--- src/rtl/pwrwake_pkg.sv ---
// Package: shared state encoding for the power-down wake controller.
// Assumes: nothing beyond the standard types.
package pwrwake_pkg;
    typedef enum logic [1:0] {
        ST_RUN    = 2'd0,
        ST_SLEEP  = 2'd1,
        ST_SETTLE = 2'd2,
        ST_GAP    = 2'd3
    } wake_state_t;
endpackage

--- src/rtl/pin_fall_detect.sv ---
// Module: two-flop synchronizer and falling-edge detector, one per pin.
// Assumes: pins are asynchronous; all stages reset to 1 (idle-high port).
module pin_fall_detect #(
    parameter int NPIN = 8
) (
    input  logic            clk,
    input  logic            rst_n,
    input  logic [NPIN-1:0] pin_i,
    output logic [NPIN-1:0] fall_o
);
    for (genvar p = 0; p < NPIN; p++) begin : g_pin
        logic s1, s2, prev;
        // Purpose: move the pin into the clock domain and remember its last level.
        always_ff @(posedge clk) begin
            if (!rst_n) begin
                s1   <= 1'b1;
                s2   <= 1'b1;
                prev <= 1'b1;
            end else begin
                s1   <= pin_i[p];
                s2   <= s1;
                prev <= s2;
            end
        end
        // Purpose: flag a high-to-low change of the synchronized level.
        assign fall_o[p] = prev & ~s2;
    end
endmodule

--- src/rtl/lowest_pick.sv ---
// Module: priority encoder that returns the lowest set bit of a request vector.
// Assumes: the index is meaningful only when any_o is 1.
module lowest_pick #(
    parameter int N  = 4,
    parameter int IW = 2
) (
    input  logic [N-1:0]  req_i,
    output logic          any_o,
    output logic [IW-1:0] idx_o
);
    // Purpose: scan from the top down so the lowest index wins.
    always_comb begin
        idx_o = '0;
        for (int k = N - 1; k >= 0; k--) begin
            if (req_i[k]) idx_o = IW'(k);
        end
        any_o = |req_i;
    end
endmodule

--- src/rtl/settle_timer.sv ---
// Module: counts the settling stall and flags its last cycle.
// Assumes: run_i stays high for the whole stall; SETTLE >= 2.
module settle_timer #(
    parameter int SETTLE = 1024,
    localparam int CW = $clog2(SETTLE)
) (
    input  logic clk,
    input  logic rst_n,
    input  logic run_i,
    output logic last_o
);
    logic [CW-1:0] cnt;

    // Purpose: advance while the stall runs, otherwise return to zero.
    always_ff @(posedge clk) begin
        if (!rst_n || !run_i) cnt <= '0;
        else                  cnt <= cnt + 1'b1;
    end

    // Purpose: mark the final stall cycle.
    assign last_o = run_i && (cnt == CW'(SETTLE - 1));
endmodule

--- src/rtl/pwr_wake_ctrl.sv ---
// Module: top of the power-down wake controller. Accepts a halt, waits for an
// enabled pin falling edge or a fresh interrupt flag, stalls for SETTLE clocks,
// then either resumes inline or dispatches the waking interrupt.
// Assumes: irq_en steady from wake to strobe; synchronous active-low reset.
module pwr_wake_ctrl #(
    parameter int NPIN   = 8,
    parameter int NIRQ   = 4,
    parameter int SETTLE = 1024,
    localparam int IW = (NIRQ > 1) ? $clog2(NIRQ) : 1
) (
    input  logic            clk,
    input  logic            rst_n,
    input  logic            halt_req,
    input  logic [NPIN-1:0] port_pins,
    input  logic [NPIN-1:0] pin_wake_en,
    input  logic [NIRQ-1:0] irq_flag,
    input  logic [NIRQ-1:0] irq_en,
    input  logic            stack_full,
    output logic            pwr_down,
    output logic            settling,
    output logic            resume_next,
    output logic            irq_dispatch,
    output logic [IW-1:0]   irq_index
);
    import pwrwake_pkg::*;

    wake_state_t     state;
    logic [NIRQ-1:0] halt_mask;
    logic [NIRQ-1:0] woke_irq;
    logic [IW-1:0]   disp_idx;
    logic [NPIN-1:0] pin_fall;
    logic [NIRQ-1:0] fresh_irq;
    logic            wake;
    logic            settle_last;
    logic            pick_any;
    logic [IW-1:0]   pick_idx;
    logic            go_disp;

    pin_fall_detect #(.NPIN(NPIN)) u_pins (
        .clk    (clk),
        .rst_n  (rst_n),
        .pin_i  (port_pins),
        .fall_o (pin_fall)
    );

    settle_timer #(.SETTLE(SETTLE)) u_timer (
        .clk    (clk),
        .rst_n  (rst_n),
        .run_i  (state == ST_SETTLE),
        .last_o (settle_last)
    );

    lowest_pick #(.N(NIRQ), .IW(IW)) u_pick (
        .req_i (woke_irq & irq_en),
        .any_o (pick_any),
        .idx_o (pick_idx)
    );

    // Purpose: qualify wake sources; flags pending at halt entry are masked.
    always_comb begin
        fresh_irq = irq_flag & ~halt_mask;
        wake      = (state == ST_SLEEP) && ((|(pin_fall & pin_wake_en)) || (|fresh_irq));
        go_disp   = pick_any && !stack_full;
    end

    // Purpose: sequence run, sleep, settle and dispatch gap; produce strobes.
    always_ff @(posedge clk) begin
        if (!rst_n) begin
            state        <= ST_RUN;
            halt_mask    <= '0;
            woke_irq     <= '0;
            disp_idx     <= '0;
            resume_next  <= 1'b0;
            irq_dispatch <= 1'b0;
            irq_index    <= '0;
        end else begin
            resume_next  <= 1'b0;
            irq_dispatch <= 1'b0;
            unique case (state)
                ST_RUN: begin
                    if (halt_req) begin
                        state     <= ST_SLEEP;
                        halt_mask <= irq_flag;
                    end
                end
                ST_SLEEP: begin
                    if (wake) begin
                        state    <= ST_SETTLE;
                        woke_irq <= fresh_irq;
                    end
                end
                ST_SETTLE: begin
                    if (settle_last) begin
                        if (go_disp) begin
                            state    <= ST_GAP;
                            disp_idx <= pick_idx;
                        end else begin
                            state       <= ST_RUN;
                            resume_next <= 1'b1;
                        end
                    end
                end
                ST_GAP: begin
                    state        <= ST_RUN;
                    irq_dispatch <= 1'b1;
                    irq_index    <= disp_idx;
                end
                default: state <= ST_RUN;
            endcase
        end
    end

    // Purpose: expose the state as flags.
    assign pwr_down = (state == ST_SLEEP);
    assign settling = (state == ST_SETTLE);
endmodule

--- config.mk ---
export PLATFORM = sky130hd
export DESIGN_NAME = pwr_wake_ctrl
export DESIGN_NICKNAME = d
export VERILOG_FILES = /design/src/rtl/pwrwake_pkg.sv /design/src/rtl/pin_fall_detect.sv /design/src/rtl/lowest_pick.sv /design/src/rtl/settle_timer.sv /design/src/rtl/pwr_wake_ctrl.sv
export SDC_FILE = /design/constraint.sdc
export NUM_CORES = 1
export LEC_CHECK = 0
export BUFFER_PORTS_ARGS = -buffer_cell sky130_fd_sc_hd__buf_4
export CORE_UTILIZATION = 48
export DETAILED_ROUTE_END_ITERATION = 10
export PLACE_DENSITY = 0.85
export SYNTH_ARGS = -nofsm -noshare
export SYNTH_HDL_FRONTEND = slang
export SYNTH_SLANG_ARGS = --single-unit
export TNS_END_PERCENT = 5
--- constraint.sdc ---
create_clock -name clk -period 1.45 [get_ports clk]
set_input_delay 0.145 -clock clk [delete_from_list [all_inputs] [get_ports clk]]
set_output_delay 0.145 -clock clk [all_outputs]
set_load 0.05 [all_outputs]
Yosys cells after proc, flatten, opt, wreduce, memory -nomap -nowiden
Cells that the tools add are included.
W data, S select, Z words.

cells by class
  reductions and logical operators = 17
  bitwise logic cells = 20
  add/sub/neg operators = 1
  eq/ne operators = 7
  muxes and demuxes = 11

operators by type and width
  kind                     count
  $mux W2                  8
  $add A10 B1 Y10 const B  1
  $eq A10 B10 Y1 const B   1
  $reduce_and A3 Y1        3
  $and A1 B1 Y1            8
  $and A4 B4 Y4            2
  $and A8 B8 Y8            1
  $not A1 Y1               8
  $pmux W2 S4              1
  $reduce_or A4 Y1         2
  $reduce_or A8 Y1         1
  $eq A2 B2 Y1 const B     2
  $ne A2 B2 Y1 const B     2
  $not A4 Y4               1
  $reduce_and A2 Y1        2
  $logic_and A1 B1 Y1      3
  $logic_not A1 Y1         3
  $eq A2 B1 Y1 const B     1
  $logic_not A2 Y1         1
  $logic_or A1 B1 Y1       2
  $mux W1                  2
  $ne A2 B1 Y1 const B     1

storage, ports and cells
  flip-flop bits (word level) = 50
  input bits = 28
  logic and storage cells = 88
  output and inout port bits = 6

Longest topological paths before layout
Gate-level depths: netlist of run 1.

  depth in word-level cells = 8
  mapped depth = 5

Modules after synthesis
From an unflattened synthesis of run 1, not the netlist that was laid out.

second synthesis, totals
  cells, all modules = 191
  area, all modules = 1,878.1 µm²

by module, submodules not included
  module           instances  area each (µm²)  cells each  seq. area each (µm²)
  pwr_wake_ctrl    1          739.5            80          320.3
  pin_fall_detect  1          694.4            58          480.5
  settle_timer     1          409.1            46          200.2
  lowest_pick      1          35.0             7           0.0

Least setup slack after synthesis of run 1
OpenSTA, ideal clock, no wires.

  path kind = reg-to-reg
  start point = reg state[1]
  end point = reg u_timer.cnt[6]
  arrival time = 1.698 ns
  setup slack = -0.318 ns
  required time = 1.379 ns
  cell stages (with the launch flop) = 5
  cells stage by stage = dfxtp_1 -> nor2b_1 -> nand2_1 -> clkbuf_1 -> a21oi_1

between the ends
  cells in the longest elaborated chain, start to end = 3

ends and longest elaborated chain
  what                    line                 source
  from (decl)             pwr_wake_ctrl.sv:27  wake_state_t state;
  from (signal assigned)  pwr_wake_ctrl.sv:69  state <= ST_RUN;
  from (signal assigned)  pwr_wake_ctrl.sv:82  state <= ST_SLEEP;
  from (signal assigned)  pwr_wake_ctrl.sv:88  state <= ST_SETTLE;
  $eq A2 B2 Y1            n/a
  named net settling      pwr_wake_ctrl.sv:20  output logic settling,
  $logic_not A1 Y1        settle_timer.sv:16   if (!rst_n || !run_i) cnt <= '0;
  $logic_or A1 B1 Y1      settle_timer.sv:16
  to (signal assigned)    settle_timer.sv:17   else cnt <= cnt + 1'b1;
  to (decl)               settle_timer.sv:12   logic [CW-1:0] cnt;

The timed path passes the listed nets, and every way through them passes these cells.
A chain may end at the register's enable or synchronous reset.

Worst setup path after layout of run 1
  start point = reg halt_mask[2]
  end point = reg state[1]

between the ends
  cells in the longest elaborated chain, start to end = 7

ends and longest elaborated chain
  what                                line                 source
  from (decl)                         pwr_wake_ctrl.sv:28  logic [NIRQ-1:0] halt_mask;
  from (signal assigned)              pwr_wake_ctrl.sv:83  halt_mask <= irq_flag;
  $not A4 Y4                          pwr_wake_ctrl.sv:61  fresh_irq = irq_flag & ~halt_mask;
  $and A4 B4 Y4                       pwr_wake_ctrl.sv:61
  $reduce_or A4 Y1                    pwr_wake_ctrl.sv:62  wake = (state == ST_SLEEP) && ((|(pin_fall & pin_wake_en)) || (|fresh_irq));
  $logic_or A1 B1 Y1                  pwr_wake_ctrl.sv:62
  $logic_and A1 B1 Y1                 pwr_wake_ctrl.sv:62
  $ne A2 B1 Y1 (no source line)       n/a
  $reduce_and A3 Y1 (no source line)  n/a

Every way passes these cells.

==> metrics.csv, run 1 <==
metric,value,unit
status,finished clean,
synth top area cells,"dfxtp_1 53%, nand2b_1 8.0%, nand2_1 3.8%",
"Slowest-stage cell, CP",dfxtp_1,
Worst-Margin Slew,0.3637,ns
placer congestion estimate,0.7684,
Post-Route WL,3.407,mm
final net count,265,
share of the synthesized area in the top cell type,0.5323,
max_cap viols,0,
Final Setup Violations,0,
Max Slew Vio Count,0,
fraction of layout cells with a size suffix above 1,0.2954,
area of the die,4172,µm²
sequential share of the synthesized area,0.5323,
H-tree lvl count,2,
total congestion overflow,0,
crit path kind,reg -> reg,
M3 GR Usage,0.05106,
Via Count,1448,
internal power,0.001988,W
crit path max fanout,2,
largest net degree at the start of global routing,32,
synth cell count leaders,"50 x dfxtp_1, 24 x nand2b_1, 19 x nand2_1",
worst skew pair latency,0.30,ns
DR WL/cell,11.95,µm
Worst Hold Class,in -> reg,
peak supply drop,0.5256,mV
post-DP HPWL,2.432,mm
crit path time final,1.377,ns
Critical path origin,halt_mask[2],
vias in the first global route,1316,
FP Rows,22,
Critical Path Source Type,register,
Synth area leader,dfxtp_1,
Seq cells post-synth,50,
setup TNS,0,ns
Root Buffer,clkbuf_8,
Post-synth ARST share,0,
Comb power frac,0.127,
DR pass1 iterations,4,
Final period util,0.9496,
drt via density,5.081,
overall global routing resource usage,0.1826,
clock slew seen by the registers of the worst setup and hold paths,0.09,ns
met2 Track Usage GR,0.2803,
Clock Tree Buf Depth,2,
initial antenna violation count,0,
sw frac,0.2447,
Top Usage Layer GRT,met2,
Worst EP required,1.65,ns
"Arr. time, crit path",1.58,ns
Placeable Area,3716,µm²
die span in y,64.59,µm
post-synth cell types,37,
hold_ws,0.02026,ns
Post-DRT Antenna Nets,0,
GR Util met1,0.2370,
Net Switching,0.0006443,W
Syn Area/Cell,9.950,µm²
drt initial violations,97,
worst path cell trace,nor2b_1 -> nor4_2 -> nand4_1 -> a31o_2,
synthesized area,1881,µm²
worst stage delay on the critical path,0.34,ns
min-delay src,port_pins[6],
cells after synthesis,189,
"Hold-fix buffers, CTS",0,
top-count cell post-synth,dfxtp_1,
CP Capture Type,register,
Port Buffers,33,
Critical R2R Launch,halt_mask[2],
Chip Width,64.59,µm
max_slew headroom,0.7575,
synthesized net count,218,
ys flop type,dfxtp_1,
Num CTS Buffers,5,
fin util,0.6434,
Clock Sink Count,50,
number of remaining DRC errors,0,
starting density of the core,0.5061,
antenna cell count,0,
PwrDens,1101,nW/µm²
fmax,726.2,MHz
Clock Power Share,0.319,
Final Hold Vio Count,0,
synthesis-to-layout area growth,27.15,%
"EDFF count, synth",0,
I/O pin count,34,
global-route wire length before repair,5.768,mm
clk_skew,0.006691,ns
yosys warns,0,
CTS tree,built,
Static Leakage,0.9499,nW
Sequential Power Share,0.554,
[placed cells by master (no fill, tap or decap), drive strengths merged, types with 3 or more instances in the layout]
cell type and instances:
dfxtp 50, buf 47, nand2b 24, nand2 19, nor2 14, nand3 13, clkbuf 6, nor2b 6
xor2 5, a21oi 4, mux2i 4, nand3b 4, o221ai 4, nand4 4, and4 3, inv 3
[state kept, by name, summed over array words and instances (netlist names), 2 cells and up]
name,cells
disp_idx,2
u_pins.g_pin.prev,8
u_pins.g_pin.s2,8
irq_index,2
halt_mask,4
woke_irq,4
u_pins.g_pin.s1,8
u_timer.cnt,10
state,2
[final cells by class]
cell class	count	area [µm²]
Clock inverter	2	16.27
Timing Repair Buffer	47	352.8
Fill cell	299	1325
Inverter	2	7.507
Multi-Input combinational cell	130	867.1
Clock buffer	6	82.58
Sequential cell	50	1005
Tap cell	48	60.06
[cells by family after synthesis]
logic type,synth area share
mux,0.02129
flops,0.5323
compound gates,0.1078
simple gates,0.2801
fa+ha+maj,0.006652
buf+inv,0.01929
xor+xnor,0.03260
[power groups by stage]
stage | registers (W) | clock network, W | logic [W]
3_5_place_dp | 0.00149 | 0 | 0.000327
4_1_cts | 0.00146 | 0.000861 | 0.000329
2_1_floorplan | 0.00149 | 0 | 0.000188
5_1_grt | 0.00147 | 0.000932 | 0.000362
3_3_place_gp | 0.00149 | 0 | 0.000320
6_report | 0.00146 | 0.000841 | 0.000334
[path summary, 6_finish.rpt]
kind,end,slack [ns],cells past startpoint
worst max-delay path,state[1],0.07,4
worst min-delay path,u_pins.g_pin[6].s1,0.02,2
worst max register to register,state[1],0.07,4
worst min register to register,u_pins.g_pin[3].s2,0.41,1
[per-layer routing]
| layer | vias to the layer above | share of wire |
|---|---|---|
| met5 | - | 0 |
| met4 | 0 | 0.019 |
| met3 | 6 | 0.053 |
| met2 | 41 | 0.46 |
| met1 | 662 | 0.47 |
| li1 | 739 | - |
[metrics by stage]
step,cell area [µm²],total power [W],setup slack (ns),cells
after floorplan,1888,0.001673,0.04774,189
after global placement,2272,0.001806,0.1089,277
after detailed placement,2272,0.001815,0.05225,277
after CTS,2371,0.002646,0.04095,285
after global routing,2391,0.002759,-0.01064,285
final,2391,0.002633,0.07301,285
[repair_timing]
item / in CTS / in global routing
gates resized for setup: 0 / 8
endpoints found under the setup margin: 0 / 8
setup buffers: 0 / 0
[worst max-delay path: cells and delay by family (launching register included)]
kind	cells	cell delay [ns]
compound gates	1	0.30
simple gates	3	0.64
flops	1	0.34
Power figures use the tool's default switching activity.
==> inputs of run 2 (changes only) <==
- CORE_UTILIZATION: 48 -> 54
- PLACE_DENSITY: 0.85 -> 0.9
- clock period: 1.45 -> 1.5 ns (I/O delays scaled with it)
==> metrics.csv, run 2 (synthesized netlist as in run 1, its figures left out) <==
metric,value,unit
starting density of the core,0.5636,
total congestion overflow,0,
Root Buffer,clkbuf_4,
Net Switching,0.0005982,W
drt via density,5.085,
max_slew headroom,0.7376,
peak supply drop,0.7470,mV
largest net degree at the start of global routing,24,
"commonest non-fill, non-tap cell in the layout",dfxtp_1,
synthesis-to-layout area growth,25.95,%
DR pass1 iterations,7,
FP Rows,21,
Critical R2R Launch,u_timer.cnt[0],
Sequential Power Share,0.615,
post-DP HPWL,2.476,mm
Final Setup Violations,0,
Placeable Area,3337,µm²
crit path max fanout,9,
die span in y,61.01,µm
Worst EP required,1.35,ns
crit path time final,1.408,ns
Top reg by flops,u_timer.cnt,
sw frac,0.2581,
fraction of layout cells with a size suffix above 1,0.2700,
overall global routing resource usage,0.2062,
Max Slew Vio Count,0,
CTS tree,built,
Top Usage Layer GRT,met2,
global-route wire length before repair,5.533,mm
end of the critical path,pwr_down,
Critical path origin,state[0],
antenna cell count,0,
max FFs per register,10,
"reg-to-reg slack, setup",0.10,ns
placer congestion estimate,0.7654,
Post-DRT Antenna Nets,0,
I/O pin count,34,
drt initial violations,47,
M3 GR Usage,0.06513,
RSZ-0062 raised after global routing,no,
internal power,0.001720,W
"Arr. time, crit path",1.26,ns
Clock Power Share,0.257,
final net count,265,
Clock Tree Buf Depth,2,
Comb power frac,0.128,
clock slew seen by the registers of the worst setup and hold paths,0.14,ns
number of remaining DRC errors,0,
"commonest cells after routing, fill and taps aside","45 x dfxtp_1, 39 x buf_4, 24 x nand2b_1",
vias in the first global route,1290,
GR Util met1,0.2573,
met2 Track Usage GR,0.3375,
Num CTS Buffers,5,
max_cap viols,0,
Worst Hold Class,in -> reg,
area of the die,3722,µm²
Static Leakage,0.9227,nW
Final period util,0.9389,
clk_skew,0.01271,ns
Clock Sink Count,50,
status,finished clean,
H-tree lvl count,2,
initial antenna violation count,0,
Final Hold Vio Count,0,
reg2reg end,u_timer.cnt[6],
Critical Path Source Type,register,
fmax,710.1,MHz
Port Buffers,33,
Via Count,1439,
worst skew pair latency,0.36,ns
Chip Width,61.01,µm
Pwr Total,0.002318,W
R2R cell count,5,
Worst-Margin Slew,0.3919,ns
setup TNS,0,ns
DR WL/cell,12.14,µm
PwrDens,978.6,nW/µm²
post-CTS setup buffers,0,
Post-Route WL,3.437,mm
CP Capture Type,output port,
crit path kind,reg -> out,
-- run 2: layout make-up --
type                            count  area (µm²)
Clock buffer                        5       37.54
Clock inverter                      3       21.27
Fill cell                         282       968.4
Inverter                            2       7.507
Multi-Input combinational cell    130       862.1
Sequential cell                    50        1010
Tap cell                           46       57.56
Timing Repair Buffer               47       372.9
-- run 2: how the worst min path moves through the flow --
| stage | startpoint | end | cells after the start |
|---|---|---|---|
| 4_1_cts | irq_flag[3] | halt_mask[3] | 3 |
| 5_1_grt | irq_flag[3] | halt_mask[3] | 3 |
| 3_5_place_dp | port_pins[7] | u_pins.g_pin[7].s1 | 2 |
| 6_report | irq_flag[3] | halt_mask[3] | 3 |
| 3_3_place_gp | port_pins[3] | u_pins.g_pin[3].s1 | 2 |
| 2_1_floorplan | port_pins[0] | u_pins.g_pin[0].s1 | 1 |
-- run 2: what timing repair did --
item / in CTS / in global routing
gates resized for setup: 1 / 9
pin swaps: 0 / 3
hold buffers: 8 / 0
endpoints found under the setup margin: 1 / 7
endpoints found under the hold margin: 8 / 0
-- run 2: per-layer routing --
layer	part of all wire	vias to the layer above	wire, µm
li1	-	748	-
met1	0.45	648	1557
met2	0.48	35	1659
met3	0.049	8	167
met4	0.015	0	53
met5	0	-	0
-- run 2: metrics by stage --
stage / hold slack (ns) / cells / setup WS [ns] / utilization / area [µm²]
2_1_floorplan: 0.2515 / 189 / 0.02471 / - / 1883
3_3_place_gp: 0.3312 / 267 / 0.1307 / 0.6607 / 2205
3_5_place_dp: 0.3361 / 267 / 0.08746 / 0.6607 / 2205
4_1_cts: 0.01936 / 283 / 0.05284 / 0.7027 / 2345
5_1_grt: 0.02878 / 283 / 0.002383 / 0.7098 / 2369
6_report: 0.01904 / 283 / 0.09171 / 0.7098 / 2369
-- run 2: power groups by stage --
stage                     Clock (W)  Combinational (W)  Sequential (W)
after floorplan                   0           0.000178         0.00144
after global placement            0           0.000271         0.00145
after detailed placement          0           0.000276         0.00145
after CTS                  0.000613           0.000293         0.00142
after global routing       0.000662           0.000324         0.00143
final                      0.000596           0.000297         0.00143
-- run 2: worst max-delay path, cell delays in order, from the launching register on --
cell     delay (ns)
dfxtp_4        0.44
nor2b_1        0.23
buf_4          0.24
